File: src/rtl/shadow_cfg_pkg.sv
package shadow_cfg_pkg;
  localparam logic [7:0] EF_CTL_IDX = 8'hCC;
  localparam logic [7:0] C_CTL_IDX  = 8'hCD;
  localparam logic [7:0] D_CTL_IDX  = 8'hCE;
  localparam logic [7:0] WS_IDX     = 8'hD0;
  localparam logic [7:0] CACHE_IDX  = 8'hD1;

  typedef struct packed {
    logic [7:0] ef_ctl;
    logic [7:0] c_ctl;
    logic [7:0] d_ctl;
  } shadow_cfg_t;
endpackage

File: src/rtl/shadow_cfg_regs.sv
module shadow_cfg_regs
  import shadow_cfg_pkg::*;
#(
  parameter int          AW       = 16,
  parameter int          DW       = 8,
  parameter int          NREG     = 256,
  parameter logic [15:0] IDX_PORT = 16'h8022,
  parameter logic [15:0] DAT_PORT = 16'h8024
) (
  input  logic          clk,
  input  logic          rst_n,
  input  logic          io_wr,
  input  logic          io_rd,
  input  logic [AW-1:0] io_addr,
  input  logic [DW-1:0] io_wdata,
  output logic [DW-1:0] io_rdata,
  output shadow_cfg_t   cfg,
  output logic          cache_en,
  output logic          ws_pulse
);
  localparam int IW = $clog2(NREG);

  logic [IW-1:0] index_q;
  logic [DW-1:0] store [NREG];
  logic          idx_wr, dat_wr, dat_rd;

  assign idx_wr = io_wr && (io_addr == AW'(IDX_PORT));
  assign dat_wr = io_wr && (io_addr == AW'(DAT_PORT));
  assign dat_rd = io_rd && (io_addr == AW'(DAT_PORT));

  always_ff @(posedge clk) begin
    if (!rst_n) begin
      index_q  <= '0;
      ws_pulse <= 1'b0;
      for (int k = 0; k < NREG; k++) store[k] <= '0;
    end else begin
      ws_pulse <= dat_wr && (index_q == IW'(WS_IDX));
      if (idx_wr) index_q <= io_wdata[IW-1:0];
      if (dat_wr) store[index_q] <= io_wdata;
    end
  end

  assign io_rdata     = dat_rd ? store[index_q] : {DW{1'b1}};
  assign cfg.ef_ctl   = store[IW'(EF_CTL_IDX)];
  assign cfg.c_ctl    = store[IW'(C_CTL_IDX)];
  assign cfg.d_ctl    = store[IW'(D_CTL_IDX)];
  assign cache_en     = store[IW'(CACHE_IDX)][0];

  // the register number follows the last index-port write
  a_r1_index_capture: assert property (@(posedge clk) disable iff (!rst_n)
    idx_wr |=> (index_q == $past(io_wdata[IW-1:0])));

  // the strobe only follows a data write while D0h is selected
  a_r11_pulse_origin: assert property (@(posedge clk) disable iff (!rst_n)
    ws_pulse |-> $past(dat_wr && (index_q == IW'(WS_IDX))));

  // the cache enable moves only after a write to D1h
  a_r10_cache_source: assert property (@(posedge clk) disable iff (!rst_n)
    (cache_en != $past(cache_en)) |-> $past(dat_wr && (index_q == IW'(CACHE_IDX))));

  // the cycle after reset, routing and outputs are cleared
  a_r9_reset_clear: assert property (@(posedge clk) disable iff (!rst_n)
    $past(!rst_n) |-> (cfg == '0 && !cache_en && !ws_pulse && index_q == '0));
endmodule

File: src/rtl/shadow_route_decode.sv
module shadow_route_decode
  import shadow_cfg_pkg::*;
#(
  parameter int ABITS    = 20,
  parameter int WIN_BITS = 14
) (
  input  logic [ABITS-1:0] mem_addr,
  input  shadow_cfg_t      cfg,
  output logic             rd_internal,
  output logic             wr_internal
);
  localparam int PW          = ABITS - WIN_BITS;   // page number width
  localparam int WIN_PER_SEG = 1 << (16 - WIN_BITS);
  localparam int NSEG        = 4;                  // C, D, E, F
  localparam int SPLIT_SEGS  = 2;                  // C and D use windows
  localparam int NWIN        = NSEG * WIN_PER_SEG;
  localparam int WW          = $clog2(NWIN);
  localparam int UMA_BASE    = (1 << PW) - NWIN;

  logic [PW-1:0]   page;
  logic [WW-1:0]   win;
  logic            in_uma;
  logic [NWIN-1:0] rd_vec, wr_vec;

  assign page   = mem_addr[ABITS-1:WIN_BITS];
  assign in_uma = (page >= PW'(UMA_BASE));
  assign win    = WW'(page - PW'(UMA_BASE));

  for (genvar w = 0; w < NWIN; w++) begin : g_win
    localparam int SEG = w / WIN_PER_SEG;
    localparam int SUB = w % WIN_PER_SEG;
    if (SEG < SPLIT_SEGS) begin : g_split
      localparam int RB = 2 * (WIN_PER_SEG - 1 - SUB);
      assign rd_vec[w] = (SEG == 0) ? cfg.c_ctl[RB]   : cfg.d_ctl[RB];
      assign wr_vec[w] = (SEG == 0) ? cfg.c_ctl[RB+1] : cfg.d_ctl[RB+1];
    end else begin : g_whole
      localparam int RB = 4 + 2 * (SEG - SPLIT_SEGS);
      assign rd_vec[w] = cfg.ef_ctl[RB];
      assign wr_vec[w] = cfg.ef_ctl[RB+1];
    end
  end

  assign rd_internal = in_uma && rd_vec[win];
  assign wr_internal = in_uma && wr_vec[win];

  // conventional and low memory never routes internally
  always_comb begin
    if (mem_addr[ABITS-1:ABITS-2] != 2'b11)
      a_r8_low_external: assert (!rd_internal && !wr_internal);
  end
endmodule

File: src/rtl/shadow_cfg_unit.sv
module shadow_cfg_unit
  import shadow_cfg_pkg::*;
(
  input  logic        clk,
  input  logic        rst_n,
  input  logic        io_wr,
  input  logic        io_rd,
  input  logic [15:0] io_addr,
  input  logic [7:0]  io_wdata,
  output logic [7:0]  io_rdata,
  input  logic [19:0] mem_addr,
  output logic        rd_internal,
  output logic        wr_internal,
  output logic        ext_cache_en,
  output logic        ws_update
);
  shadow_cfg_t cfg;

  shadow_cfg_regs #(
    .AW(16), .DW(8), .NREG(256), .IDX_PORT(16'h8022), .DAT_PORT(16'h8024)
  ) u_regs (
    .clk      (clk),
    .rst_n    (rst_n),
    .io_wr    (io_wr),
    .io_rd    (io_rd),
    .io_addr  (io_addr),
    .io_wdata (io_wdata),
    .io_rdata (io_rdata),
    .cfg      (cfg),
    .cache_en (ext_cache_en),
    .ws_pulse (ws_update)
  );

  shadow_route_decode #(.ABITS(20), .WIN_BITS(14)) u_route (
    .mem_addr    (mem_addr),
    .cfg         (cfg),
    .rd_internal (rd_internal),
    .wr_internal (wr_internal)
  );
endmodule

File: config.mk
export PLATFORM = sky130hd
export DESIGN_NAME = shadow_cfg_unit
export DESIGN_NICKNAME = d
export VERILOG_FILES = /design/src/rtl/shadow_cfg_pkg.sv /design/src/rtl/shadow_cfg_regs.sv /design/src/rtl/shadow_route_decode.sv /design/src/rtl/shadow_cfg_unit.sv
export SDC_FILE = /design/constraint.sdc
export NUM_CORES = 2
export LEC_CHECK = 0
export BUFFER_PORTS_ARGS = -buffer_cell sky130_fd_sc_hd__buf_2
export CELL_PAD_IN_SITES_DETAIL_PLACEMENT = 1
export CELL_PAD_IN_SITES_GLOBAL_PLACEMENT = 2
export CORE_UTILIZATION = 50
export DETAILED_ROUTE_END_ITERATION = 16
export HOLD_SLACK_MARGIN = 0.03
export MAX_ROUTING_LAYER = met4
export PLACE_DENSITY_LB_ADDON = 0.1
export SLEW_MARGIN = 20
export SYNTH_ARGS = -nofsm -noshare
export SYNTH_HDL_FRONTEND = slang
export SYNTH_SLANG_ARGS = --single-unit
File: constraint.sdc
create_clock -name clk -period 7.55 [get_ports clk]
set_input_delay 0 -clock clk [delete_from_list [all_inputs] [get_ports clk]]
set_output_delay 0 -clock clk [all_outputs]
set_load 0.01 [all_outputs]
* After elaboration in Yosys (flattened, before gate mapping)
Memory sizes are Yosys's and may differ from the RTL's. A register that Yosys moved wholly into a read port is not among the register bits.
Cells that the tools add are included.
** Storage, ports and cells
- Word-level logic and storage cells :: 30
- Memories :: 1
- Bits in registers :: 9
- Output and inout port bits :: 12
- Memory bits (writable) :: 2048
** Memories
- u_regs.store :: words 256, width 8, rd ports 5, clocked after Yosys merged registers in 1, wr ports 256, line shadow_cfg_regs.sv:24 : logic [DW-1:0] store [NREG];
** Operators by class
- Equal/unequal tests :: 3
- Add/sub/neg operators :: 1
- $lt $le $gt $ge :: 2
- Muxes and demuxes :: 14
- Reduce and logical (&&, ||, !) cells :: 7
** Operator list (count)
- $mux 8 :: 5
- $eq 16x16->1 const B :: 2
- $bmux 1 s4 :: 2
- $eq 8x8->1 const B :: 1
- $reduce_or 8->1 :: 1
- $mux 1 :: 7
- $ge 6x6->1 const B :: 1
- $logic_and 1x1->1 :: 6
- $lt 4x5->1 const B :: 1
- $sub 4x1->4 const B :: 1

* Depth between registers and ports, before layout
- Depth in word-level cells :: 7
- Depth in mapped cells :: 13
- Gate-level depth less buffers :: 7

* Hierarchy
From an unflattened synthesis, not the netlist that was laid out.
** Unflattened totals
- Cells, all modules :: 6921
- Area total of the unflattened synthesis :: 91515.3 sq um
** By module, submodules not included
- shadow_cfg_regs :: times used 1, cells an instance 6901, sequential area each 61839.3 sq um, area each 91318.8 sq um
- shadow_route_decode :: times used 1, cells an instance 20, sequential area each 0.0 sq um, area each 196.4 sq um

* Least setup slack after synthesis
Ideal clock, no wire load.
- Path type :: register to register
- Start point :: register u_regs.index_q[0]
- End point :: memory u_regs.store[0][0] (enable)
- Slack :: 4.795 ns
- Data arrival time :: 2.371 ns
- Stages on the path, launching flop included :: 6
- Period minus slack after synthesis :: 2.755 ns
- Required time :: 7.166 ns
- Cell sequence :: dfxtp_1 > clkbuf_1 > nor4_1 > nand2_1 > clkbuf_1 > o21ai_0
** RTL lines
- start, declared :: line shadow_cfg_regs.sv:23 : logic [IW-1:0] index_q;
- start signal, assigned :: line shadow_cfg_regs.sv:38 : if (idx_wr) index_q <= io_wdata[IW-1:0];
- end, declared :: line shadow_cfg_regs.sv:24

==> summary.md <==
| Metric | Value |
|---|---|
| Status | `finished with violations` |
| Failing checks | `slew limit` |
| Via count | `60400` |
| CP delay by family, top | `simple AND/OR/NAND/NOR gates` |
| Root Buffer | `clkbuf_16` |
| Critical path class | `reg2out` |
| Area of the multi-input gates | `32200 um2` |
| Overflow after GRT | `0` |
| H-tree levels | `4` |
| Worst Slack Setup Final | `1.51 ns` |
| Post-DP HPWL | `177000 um` |
| CP Data Arrival Time | `6.04 ns` |
| Most frequent cell after synthesis | `edfxtp_1` |
| Crit start category | `flop` |
| Share of cells above drive strength 1 | `11.8%` |
| RSZ-0062 raised after global routing | `no` |
| Clk pin slew, worst setup/hold paths | `0.06 ns` |
| Setup TNS | `0 ns` |
| TritonCTS clock tree | `yes` |
| Number of max-cap violations | `0` |
| Max-slew violations | `48` |
| Mapped Area | `97300 um2` |
| Main combinational cell family by area after synthesis | `simple AND/OR/NAND/NOR gates` |
| RD Place Congestion | `0.915` |
| Register area share after synthesis | `63.6%` |
| DR pass1 iterations | `6` |
| Worst min path class | `in2reg` |
| Post-route insts no fill | `9492` |
| Placed Cells | `9065` |
| Drt wl/cell | `30.8 um` |
| Distinct cells, synth | `60` |
| Die height | `443 um` |
| Post-synthesis compound-gate area fraction | `4.90%` |
| Nets | `6820` |
| CP Data Required Time | `7.55 ns` |
| Die Area | `196000 um2` |
| PostCTS Resize Cnt | `0` |
| FF-to-FF End | `u_regs.store[10][5]` |
| Avg Inst Size Synth | `13.6 um2` |
| Share of the synthesized area in the top cell type | `63.2%` |
| Fin util | `54.8%` |
| Core ar. | `193000 um2` |
| Worst hold start | `io_wdata[6]` |
| Final Hold Vio Count | `0` |
| Worst path max stage delay | `1.09 ns` |
| Worst hold path depth | `3` |
| Post-synth EDFFs | `2048` |
| Max-slew headroom | `-4.13%` |
| Total GRT Usage | `30.2%` |
| DRC | `0` |
| Initial antenna violation count | `10` |
| Post-Synthesis Cells | `7135` |
| Least-Margin Pin Slew | `1.56 ns` |
| Achievable clock frequency | `0.165 GHz` |
| 1st-iter DRT viols | `6048` |
| CP Cell Sequence | `nand2b_4 -> buf_4 -> o221ai_1 -> o22ai_1 -> o21ai_0 -> nand2_1 -> nor4_1 -> o22a_1 -> buf_2` |
| CTS Sinks | `2065` |
| Area delta synth->final | `8.80%` |
| Routed Antenna Nets | `0` |
| Asr flop ratio synth | `0%` |
| Final wirelength | `292000 um` |
| Setup crit end | `io_rdata[3]` |
| Number of I/O pins | `60` |
| Clock Skew | `0.0388 ns` |
| First-pass GRT wire length | `424000 um` |
| Site Rows | `161` |
| Reg2Reg Setup Slack | `3.85 ns` |
| Worst Reg-to-Reg Cells | `6` |
| Met1 GRT Util | `41.5%` |
| Largest net degree at the start of global routing | `175` |
| Fill cells | `18400` |
| DP Worst Slack | `2.47 ns` |
| Port Buf Inserts | `45` |
| Crit path buf inv count | `2` |
| Register Area | `61900 um2` |
| Worst-case vdd ir drop | `0.201 mV` |
| Grt met3 use | `3.57%` |
| Leak | `38.1 nW` |
| Post-synthesis adder-cell area fraction | `0%` |
| Largest cells by area after synthesis | `edfxtp_1 63%, and3_1 6.7%, and2_1 6.6%` |
| Fin crit share | `80.0%` |
| Dominant cell type by area after synthesis | `edfxtp_1` |
| CP endpoint kind | `output pin` |
| Critical Path Stages | `9` |
| Pwr Density | `233 nW/um2` |
| Clock tree buffer depth | `3` |
| Worst-Skew Late Latency | `0.87 ns` |
| Primary FF master, synth | `edfxtp_1` |
| Total power | `24.7 mW` |
| Met2 Use GR | `47.5%` |
| Slowest-stage cell, CP | `nor4_1` |
| Commonest cells post-synth | `2048 x edfxtp_1, 1038 x and3_1, 1026 x and2_1, 633 x clkbuf_1, 486 x mux2i_1` |
| Xor/xnor cell area share of the yosys netlist | `0%` |
| Minimum period implied by the final worst setup slack | `6.04 ns` |
| FF-to-FF Start | `u_regs.index_q[3]` |
| Chip width | `443 um` |
| Seq cells post-synth | `2065` |
| Number of global-route vias before repair | `61300` |
| Vias/cell | `6.37` |
| Synthesis Warnings | `0` |
| Starting density of the core | `50.4%` |
| CP Max Fanout | `48` |
| Finish-stage setup viols | `0` |
| Syn_nets | `7183` |
| Num CTS Buffers | `218` |
| Synth Area in Simple Gates | `16.8%` |
| Multiplexer share of the synthesized area | `11.2%` |
| Most used routing layer | `met2` |
[per-stage QoR]
step,hold slack [ns],area [um2]
floorplan,0.155,97300
global placement,0.320,98700
detailed placement,0.329,98700
CTS,0.239,106000
global route,0.333,106000
finish,0.310,106000
[tightest hold or removal path: cells and delay by family]
family | cells | cell delay, ns
buffers and inverters | 2 | 0.78
AND/OR/NAND/NOR | 1 | 0.20
[cells by family after synthesis]
group / count (synthesis)
AND/OR/NAND/NOR: 2821
flip-flops: 2065
buffers and inverters: 784
multiplexers: 766
AO/OA/AOI/OAI: 699
[how the worst min path moves through the flow]
stage,to,slack (ns)
after global placement,wr_internal,0.32
after floorplan,rd_internal,0.15
after global routing,u_regs.store[120][6],0.33
after CTS,flop,0.24
after detailed placement,wr_internal,0.33
final,u_regs.store[120][6],0.31
[sequential cells by signal (all words and copies together) (netlist names), named ones only]
register,cells
u_regs.store,2048
u_regs.index_q,8
u_regs.ws_pulse,1
[cell usage in the layout (no fill, tap or decap), types with 130 or more instances in the layout]
master        n
edfxtp_1   2048
and3_1     1036
and2_1     1026
mux2i_1     486
nand2_1     315
mux4_2      257
clkbuf_16   227
o221ai_1    194
nor2_1      190
buf_4       130
[repair_timing]
item | in CTS | in global routing
setup buffers | 0 | 0
endpoints found under the hold margin | 919 | 0
hold buffers | 13 | 0
[power breakdown]
group / switching, mW / internal (mW)
Combinational: 0.614 / 0.198
Clock: 4.55 / 6.02
Sequential: 0.163 / 13.1
[area by class of cell]
type                            instances  share of cell area (%)
Clock buffer                          281                    5.57
Timing Repair Buffer                  199                    1.55
Tap cell                             2526                    2.99
Sequential cell                      2065                    58.4
Inverter                                2                  0.0106
Antenna cell                           12                  0.0284
Clock inverter                        121                   0.980
Multi-Input combinational cell       4286                    30.4
[routing by layer]
| layer | vias up | wire length (um) |
|---|---|---|
| li1 | 26300 | - |
| met1 | 31800 | 126000 |
| met2 | 1945 | 141000 |
| met3 | 389 | 17000 |
| met4 | 0 | 8230 |
| met5 | - | 0 |
No activity file was read; power rests on OpenSTA's default activity.
